## config.mk

```make
export PLATFORM = sky130hd
export DESIGN_NAME = audio_serial_rx
export DESIGN_NICKNAME = d
export VERILOG_FILES = /design/src/rtl/audio_rx_pkg.sv /design/src/rtl/rx_pin_sync.sv /design/src/rtl/rx_frame_deser.sv /design/src/rtl/rx_zero_watch.sv /design/src/rtl/audio_serial_rx.sv
export SDC_FILE = /design/constraint.sdc
export NUM_CORES = 1
export LEC_CHECK = 0
export ABC_AREA = 1
export BUFFER_PORTS_ARGS = -buffer_cell sky130_fd_sc_hd__buf_2
export CORE_MARGIN = 3
export CORE_UTILIZATION = 50
export DETAILED_ROUTE_END_ITERATION = 7
export GPL_TIMING_DRIVEN = 0
export HOLD_SLACK_MARGIN = 0.08
export PLACE_DENSITY = 0.69
export REMOVE_ABC_BUFFERS = 1
export SYNTH_ARGS = -nofsm -noshare
export SYNTH_HDL_FRONTEND = slang
export SYNTH_SLANG_ARGS = --single-unit
```

## constraint.sdc

```tcl
create_clock -name clk -period 3.1 [get_ports clk]
set_clock_uncertainty 0.05 [all_clocks]
set_input_delay 0.62 -clock clk [delete_from_list [all_inputs] [get_ports clk]]
set_output_delay 0.62 -clock clk [all_outputs]
set_load 0.1 [all_outputs]
```

## src/rtl/audio_rx_pkg.sv

```systemverilog
package audio_rx_pkg;

   localparam int unsigned SAMPLE_W = 24;

   typedef enum logic [1:0] {
      ALIGN_LSB = 2'd0,
      ALIGN_MSB = 2'd1,
      ALIGN_I2S = 2'd2
   } align_e;

   typedef struct packed {
      align_e     align;
      logic [4:0] width;
   } frame_cfg_t;

   function automatic frame_cfg_t decode_format(input logic [2:0] code);
      frame_cfg_t c;
      case (code)
         3'd0:    begin c.align = ALIGN_LSB; c.width = 5'd16; end
         3'd1:    begin c.align = ALIGN_LSB; c.width = 5'd20; end
         3'd3:    begin c.align = ALIGN_I2S; c.width = 5'd24; end
         3'd4:    begin c.align = ALIGN_LSB; c.width = 5'd24; end
         default: begin c.align = ALIGN_MSB; c.width = 5'd24; end
      endcase
      return c;
   endfunction

endpackage

```

## src/rtl/rx_pin_sync.sv

```systemverilog
module rx_pin_sync #(
   parameter int unsigned STAGES = 2
) (
   input  logic clk,
   input  logic rst_n,
   input  logic bclk_in,
   input  logic lrclk_in,
   input  logic sdata_in,
   output logic bit_rise,
   output logic lr_level,
   output logic sd_level
);

   localparam int unsigned LAST = STAGES - 1;

   generate
      if (STAGES < 2) begin : g_bad_stages
         $error("rx_pin_sync: STAGES must be at least 2");
      end
   endgenerate

   logic [STAGES-1:0][2:0] pipe;
   logic                   bclk_last;

   always_ff @(posedge clk or negedge rst_n) begin
      if (!rst_n) begin
         pipe      <= '0;
         bclk_last <= 1'b0;
      end else begin
         pipe      <= {pipe[STAGES-2:0], {bclk_in, lrclk_in, sdata_in}};
         bclk_last <= pipe[LAST][2];
      end
   end

   assign bit_rise = pipe[LAST][2] & ~bclk_last;
   assign lr_level = pipe[LAST][1];
   assign sd_level = pipe[LAST][0];

endmodule

```

## src/rtl/rx_frame_deser.sv

```systemverilog
module rx_frame_deser
   import audio_rx_pkg::*;
#(
   parameter int unsigned DATA_W = 24,
   parameter int unsigned IDX_W  = 7
) (
   input  logic              clk,
   input  logic              rst_n,
   input  logic              clr,
   input  logic              bit_rise,
   input  logic              lr_level,
   input  logic              sd_level,
   input  frame_cfg_t        cfg,
   output logic [DATA_W-1:0] left_word,
   output logic [DATA_W-1:0] right_word,
   output logic              frame_valid
);

   localparam logic [IDX_W-1:0] IDX_MAX  = '1;
   localparam logic [IDX_W-1:0] IDX_LAST = IDX_W'(SAMPLE_W - 1);

   logic [1:0]                armed;
   logic                      lr_dly;
   logic                      lr_prev;
   logic                      synced;
   logic                      have_left;
   logic [IDX_W-1:0]          idx;
   logic [IDX_W-1:0]          idx_nxt;
   logic [SAMPLE_W-1:0]       shreg;
   logic [DATA_W-1:0]         left_hold;
   logic                      is_i2s;
   logic                      lr_eff;
   logic                      boundary;
   logic                      cap_msb;
   logic                      cap_lsb;
   logic                      cap_level;
   logic                      cap_left;
   logic signed [SAMPLE_W-1:0] ext_w;
   logic [DATA_W-1:0]         cap_word;

   // I2S-style framing is handled as left-aligned framing against a word
   // clock delayed by one bit, which moves the MSB onto index zero.
   always_comb begin
      is_i2s    = (cfg.align == ALIGN_I2S);
      lr_eff    = is_i2s ? lr_dly : lr_level;
      boundary  = (armed == 2'd2) && (lr_eff != lr_prev);
      idx_nxt   = boundary ? '0 : ((idx == IDX_MAX) ? idx : idx + 1'b1);
      cap_msb   = bit_rise && synced && !boundary &&
                  (cfg.align != ALIGN_LSB) && (idx_nxt == IDX_LAST);
      cap_lsb   = bit_rise && synced && boundary && (cfg.align == ALIGN_LSB);
      cap_level = cap_lsb ? lr_prev : lr_eff;
      cap_left  = is_i2s ? ~cap_level : cap_level;
      if (cap_lsb) begin
         case (cfg.width)
            5'd16:   ext_w = {{8{shreg[15]}}, shreg[15:0]};
            5'd20:   ext_w = {{4{shreg[19]}}, shreg[19:0]};
            default: ext_w = shreg;
         endcase
      end else begin
         ext_w = {shreg[SAMPLE_W-2:0], sd_level};
      end
      cap_word = DATA_W'(ext_w);
   end

   always_ff @(posedge clk or negedge rst_n) begin
      if (!rst_n) begin
         armed       <= '0;
         lr_dly      <= 1'b0;
         lr_prev     <= 1'b0;
         synced      <= 1'b0;
         have_left   <= 1'b0;
         idx         <= '0;
         shreg       <= '0;
         left_hold   <= '0;
         left_word   <= '0;
         right_word  <= '0;
         frame_valid <= 1'b0;
      end else begin
         frame_valid <= 1'b0;
         if (clr) begin
            armed     <= '0;
            lr_dly    <= 1'b0;
            lr_prev   <= 1'b0;
            synced    <= 1'b0;
            have_left <= 1'b0;
            idx       <= '0;
            shreg     <= '0;
         end else if (bit_rise) begin
            lr_dly  <= lr_level;
            lr_prev <= lr_eff;
            if (armed != 2'd2) armed <= armed + 2'd1;
            idx     <= idx_nxt;
            shreg   <= {shreg[SAMPLE_W-2:0], sd_level};
            if (boundary) synced <= 1'b1;
            if (cap_msb || cap_lsb) begin
               if (cap_left) begin
                  left_hold <= cap_word;
                  have_left <= 1'b1;
               end else if (have_left) begin
                  left_word   <= left_hold;
                  right_word  <= cap_word;
                  frame_valid <= 1'b1;
                  have_left   <= 1'b0;
               end
            end
         end
      end
   end

   assert_single_strobe_R1: assert property (@(posedge clk) disable iff (!rst_n)
      frame_valid |=> !frame_valid);

endmodule

```

## src/rtl/rx_zero_watch.sv

```systemverilog
module rx_zero_watch #(
   parameter int unsigned DATA_W         = 24,
   parameter int unsigned ZERO_FRAMES    = 8192,
   parameter int unsigned RELEASE_FRAMES = 2
) (
   input  logic              clk,
   input  logic              rst_n,
   input  logic              core_rst,
   input  logic              frame_valid,
   input  logic [DATA_W-1:0] left_word,
   input  logic [DATA_W-1:0] right_word,
   input  logic              det_enable,
   input  logic              det_combine,
   output logic [1:0]        flag_raw
);

   localparam int unsigned RUN_W  = $clog2(ZERO_FRAMES + 1);
   localparam int unsigned HOLD_W = $clog2(RELEASE_FRAMES + 1);
   localparam logic [RUN_W-1:0]  RUN_TOP  = RUN_W'(ZERO_FRAMES);
   localparam logic [HOLD_W-1:0] HOLD_TOP = HOLD_W'(RELEASE_FRAMES);

   logic [1:0][DATA_W-1:0] words;
   logic [1:0]             run_done;
   logic [HOLD_W-1:0]      hold_q;
   logic                   hold_force;
   logic [1:0]             flag_nxt;

   assign words = {right_word, left_word};

   always_ff @(posedge clk or negedge rst_n) begin
      if (!rst_n)                         hold_q <= '0;
      else if (core_rst)                  hold_q <= HOLD_TOP;
      else if (frame_valid && hold_q != 0) hold_q <= hold_q - 1'b1;
   end

   assign hold_force = core_rst || (hold_q != '0);

   genvar ch;
   generate
      for (ch = 0; ch < 2; ch++) begin : g_chan
         logic [RUN_W-1:0] run_q;
         always_ff @(posedge clk or negedge rst_n) begin
            if (!rst_n)        run_q <= '0;
            else if (core_rst) run_q <= '0;
            else if (frame_valid) begin
               if (words[ch] == '0) run_q <= (run_q == RUN_TOP) ? run_q : run_q + 1'b1;
               else                 run_q <= '0;
            end
         end
         assign run_done[ch] = (run_q == RUN_TOP);

         assert_zero_drop_R6: assert property (@(posedge clk) disable iff (!rst_n)
            (frame_valid && (words[ch] != '0)) ##1 (!core_rst && (hold_q == '0))
               |=> !flag_raw[ch]);
      end
   endgenerate

   always_comb begin
      if (hold_force)       flag_nxt = 2'b11;
      else if (!det_enable) flag_nxt = 2'b00;
      else if (det_combine) flag_nxt = {2{&run_done}};
      else                  flag_nxt = run_done;
   end

   always_ff @(posedge clk or negedge rst_n) begin
      if (!rst_n) flag_raw <= 2'b00;
      else        flag_raw <= flag_nxt;
   end

   assert_combined_agree_R7: assert property (@(posedge clk) disable iff (!rst_n)
      (det_enable && det_combine && !hold_force) |=> (flag_raw[0] == flag_raw[1]));

   assert_disabled_idle_R8: assert property (@(posedge clk) disable iff (!rst_n)
      (!det_enable && !hold_force) |=> (flag_raw == 2'b00));

   assert_core_reset_force_R9: assert property (@(posedge clk) disable iff (!rst_n)
      core_rst |=> (flag_raw == 2'b11));

endmodule

```

## src/rtl/audio_serial_rx.sv

```systemverilog
module audio_serial_rx
   import audio_rx_pkg::*;
#(
   parameter int unsigned DATA_W         = 24,
   parameter int unsigned SYNC_STAGES    = 2,
   parameter int unsigned IDX_W          = 7,
   parameter int unsigned ZERO_FRAMES    = 8192,
   parameter int unsigned RELEASE_FRAMES = 2
) (
   input  logic              clk,
   input  logic              rst_n,
   input  logic              core_rst,
   input  logic              bclk_in,
   input  logic              lrclk_in,
   input  logic              sdata_in,
   input  logic [2:0]        fmt_sel,
   input  logic              zd_enable,
   input  logic              zd_combine,
   input  logic              zd_invert,
   output logic [DATA_W-1:0] left_word,
   output logic [DATA_W-1:0] right_word,
   output logic              frame_valid,
   output logic              zflag_left,
   output logic              zflag_right
);

   generate
      if (DATA_W < SAMPLE_W) begin : g_bad_width
         $error("audio_serial_rx: DATA_W must hold a full sample");
      end
      if ((2 ** IDX_W) <= SAMPLE_W) begin : g_bad_index
         $error("audio_serial_rx: IDX_W too narrow for a half-frame");
      end
      if (ZERO_FRAMES < 1 || RELEASE_FRAMES < 1) begin : g_bad_counts
         $error("audio_serial_rx: frame counts must be positive");
      end
   endgenerate

   frame_cfg_t cfg;
   logic       bit_rise;
   logic       lr_level;
   logic       sd_level;
   logic [1:0] flag_raw;

   assign cfg = decode_format(fmt_sel);

   rx_pin_sync #(
      .STAGES (SYNC_STAGES)
   ) i_sync (
      .clk      (clk),
      .rst_n    (rst_n),
      .bclk_in  (bclk_in),
      .lrclk_in (lrclk_in),
      .sdata_in (sdata_in),
      .bit_rise (bit_rise),
      .lr_level (lr_level),
      .sd_level (sd_level)
   );

   rx_frame_deser #(
      .DATA_W (DATA_W),
      .IDX_W  (IDX_W)
   ) i_deser (
      .clk         (clk),
      .rst_n       (rst_n),
      .clr         (core_rst),
      .bit_rise    (bit_rise),
      .lr_level    (lr_level),
      .sd_level    (sd_level),
      .cfg         (cfg),
      .left_word   (left_word),
      .right_word  (right_word),
      .frame_valid (frame_valid)
   );

   rx_zero_watch #(
      .DATA_W         (DATA_W),
      .ZERO_FRAMES    (ZERO_FRAMES),
      .RELEASE_FRAMES (RELEASE_FRAMES)
   ) i_zero (
      .clk         (clk),
      .rst_n       (rst_n),
      .core_rst    (core_rst),
      .frame_valid (frame_valid),
      .left_word   (left_word),
      .right_word  (right_word),
      .det_enable  (zd_enable),
      .det_combine (zd_combine),
      .flag_raw    (flag_raw)
   );

   assign zflag_left  = flag_raw[0] ^ zd_invert;
   assign zflag_right = flag_raw[1] ^ zd_invert;

endmodule

```

==> results.sh <==
export IMPL_detail_route_antenna_nets=0
export IMPL_die_area_sq_um=16900
export IMPL_power_density_relative_to_cell_area_nw_per_um2=491
export IMPL_max_freq_mhz=342
export IMPL_via_per_inst=5.44
export IMPL_die_width_um=130
export IMPL_synth_sequential_area_ratio=0.486
export IMPL_crit_type="input pin to flip-flop"
export IMPL_final_hold_viol_count=0
export IMPL_fillerInstances=1329
export IMPL_max_cap_viol_count=0
export IMPL_rows=44
export IMPL_power_frac_comb=0.055
export IMPL_antenna_cells=0
export IMPL_ys_warnings_count=0
export IMPL_cp_slowest_cell="clkinvlp_4"
export IMPL_cell_internal_pwr_uw=3330
export IMPL_routedWlPerCell_um=15.0
export IMPL_run_status="finished, final reports clean"
export IMPL_fin_crit_sh=0.944
export IMPL_clockBufferDepth=2
export IMPL_timing_critical_path_arrival_ns=3.19
export IMPL_timing_critical_path_required_ns=3.36
export IMPL_placed_cells=1161
export IMPL_final_cell_area_sq_um=8790
export IMPL_share_seq_of_total_power=0.460
export IMPL_initialDrtViolationCount=539
export IMPL_leakagePower_uw=0.00396
export IMPL_irDropWorstVdd_uv=377
export IMPL_route_vias_total=6503
export IMPL_drt_wl_total_um=18000
export IMPL_highest_count_cells_in_the_layout_ignoring_fill_and_taps="nand2_1 (214), dfrtp_1 (149), inv_1 (130)"
export IMPL_synth_area_leader_cell="dfrtp_1"
export IMPL_postCtsSetupBuffers=0
export IMPL_insertion_delay_ns=0.42
export IMPL_final_core_utilization=0.596
export IMPL_async_reset_ff_frac=1.00
export IMPL_postSynthAreaPerCell_sq_um=8.06
export IMPL_grt_max_degree=100
export IMPL_pwr_share_clk=0.485
export IMPL_critical_path_depth=9
export IMPL_cp_top_family="buffers and inverters"
export IMPL_p_sw_frac=0.229
export IMPL_post_dp_hpwl_um=12000
export IMPL_place_ws_ns=-0.681
export IMPL_synthFlopType="dfrtp_1"
export IMPL_setup_repair_after_global_routing_missed_its_margin="false"
export IMPL_tightestPinTransition_ns=1.03
export IMPL_netlist_area_sq_um=7680
export IMPL_drive_gt1_frac=0.125
export IMPL_cts_buffers_inserted=17
export IMPL_synth_area_top_cells="dfrtp_1 (49%), nand2_1 (11%), nand3_1 (7.5%)"
export IMPL_synth_top_area_frac=0.486
export IMPL_global_route_wire_length_before_repair_um=30500
export IMPL_hold_buffers=0
export IMPL_floorplan_io_pins=63
export IMPL_min_path_type="input pin to asynchronous set/reset pin"
export IMPL_htree_num_levels=4
export IMPL_worst_r2r_cell_count=12
export IMPL_io_buffers=62
export IMPL_layoutNonFillerInstCount=1195
export IMPL_start_util=0.521
export IMPL_die_h_um=130
export IMPL_power_switching_uw=990
export IMPL_via_count_of_the_first_global_routing_pass=6103
export IMPL_gp_congestion=0.902
export IMPL_critical_path_max_fanout=19
export IMPL_cp_slowest_stage_delay_ns=0.54
export IMPL_drv_slew=0
export IMPL_critical_path_n_buffers_inverters=3
export IMPL_fin_hold_ws_ns=0.0900
export IMPL_synth_cell_type_count=34
export IMPL_cts_tree="done"
export IMPL_postSynthCellCount=953
export IMPL_layout_cells_most_common="nand2_1"
export IMPL_timing_critical_path_to_type="flip-flop"
export IMPL_timing_critical_path_cells="buf_2, clkinvlp_4, nand3_1, nor4_1, nand3_1, nand2_1, nand2_1, clkinv_1, o21a_1"
export IMPL_final_setup_violation_count=0
export IMPL_globalRoute_totalOverflow=0
export IMPL_post_route_min_period_ns=2.93
export IMPL_grt_usage=0.228
export IMPL_setup_worst_path_start_class="input pin"
export IMPL_setup_slack_ns=0.174
export IMPL_tritoncts_num_sinks=149
export IMPL_synth_edff_count=0
export IMPL_syn2layout_area_growth_pct=14.5
export IMPL_clockRootBuffer="clkbuf_16"
export IMPL_yosys_register_bits=149
export IMPL_core_area_sq_um=14800
export IMPL_router_iterations_before_antenna_repair=7
export IMPL_number_of_antenna_violations_at_the_first_check_in_global_routing=0
export IMPL_remaining_drc_errors=0
export IMPL_final_net_count=1017
export IMPL_relSlewSlack=0.310
export IMPL_placedInstanceArea_sq_um=8120
export IMPL_cts_clk_slew_worst_paths_ns=0.06
-- cell usage after synthesis (all sizes together), types with 2 or more instances --
master and count:
dfrtp 149, nor2 45, nand2 218, nand4 19, clkbuf 22, a21oi 13
o21bai 50, nand3b 4, ha 7, nor3 29, o22ai 31, inv 134
nand3 116, nor4 13, o21a 2, o21ai 57, xor2 20, buf 19
-- worst paths after layout --
path	slack [ns]	to	from
setup / recovery	0.17	i_zero.g_chan[0].run_q[5]$_DFFE_PN0P_	core_rst
hold / removal	0.09	i_deser.left_word[10]$_DFFE_PN0P_	rst_n
setup reg to reg	0.23	i_deser.left_word[7]$_DFFE_PN0P_	i_deser.idx[0]$_DFFE_PN0P_
hold reg to reg	0.30	i_sync.pipe[5]$_DFF_PN0_	i_sync.pipe[2]$_DFF_PN0_
max in group asynchronous	2.07	i_deser.idx[5]$_DFFE_PN0P_	rst_n
min in group clk	0.25	i_sync.pipe[1]$_DFF_PN0_	lrclk_in
-- area by class of cell --
cell class | count | area [sq um] | share of cell area
Timing Repair Buffer | 66 | 407 | 0.0463
Multi-Input combinational cell | 629 | 3300 | 0.376
Sequential cell | 149 | 3730 | 0.424
Tap cell | 184 | 230 | 0.0262
Clock inverter | 13 | 156 | 0.0178
Clock buffer | 19 | 453 | 0.0515
Inverter | 135 | 513 | 0.0583
-- logic make-up (layout without fill, tap and decap cells) --
logic type / count (synthesis) / in the layout / share of synthesized area
XOR/XNOR: 20 / 20 / 0.0228
multiplexers: 1 / 1 / 0.00147
buffers and inverters: 176 / 233 / 0.0914
flip-flops: 149 / 149 / 0.486
adder cells (fa/ha/maj): 7 / 7 / 0.0114
AO/OA/AOI/OAI: 156 / 157 / 0.131
AND/OR/NAND/NOR: 444 / 444 / 0.256
-- sequential cells by signal, summed over array words and instances, names as in the netlist, 2 cells and up --
signal / cells
i_deser.shreg: 24
i_deser.idx: 7
i_deser.armed: 2
i_deser.left_word: 24
i_zero.hold_q: 2
i_deser.left_hold: 24
i_zero.g_chan.run_q: 28
i_deser.right_word: 24
i_sync.pipe: 4
i_zero.flag_raw: 2
-- through the flow --
stage	total power (uW)	setup TNS (ns)
after CTS	4360	0
after global routing	4480	0
after detailed placement	2260	-44.02
final	4320	0
after floorplan	2160	-29.21
after global placement	2250	-254.39
-- what timing repair did --
| action | in CTS | in global routing |
|---|---|---|
| pin swaps | 1 | 1 |
| cloned | 1 | 0 |
| endpoints found under the setup margin | 74 | 48 |
| gates resized for setup | 4 | 5 |
-- worst register-to-register path: cells and delay by family, from the launching register on --
kind | cells | cell delay, ns
flip-flops | 1 | 0.39
AO/OA/AOI/OAI | 2 | 0.76
AND/OR/NAND/NOR | 9 | 1.34
adder cells (fa/ha/maj) | 1 | 0.22
-- power groups by stage --
stage	Sequential, uW	Clock [uW]	Combinational [uW]
after floorplan	2020	0	142
after global placement	2020	0	225
after detailed placement	2020	0	235
after CTS	1990	2130	238
after global routing	1990	2230	266
final	1990	2100	237
-- metal layers --
layer / GRT usage / part of all wire / vias to the layer above
met5: 0 / 0 / -
met4: 0.0758 / 0.019 / 0
met3: 0.0594 / 0.058 / 26
met2: 0.331 / 0.44 / 195
met1: 0.333 / 0.48 / 3042
li1: - / - / 3240
(Power assumes the default switching activity.)
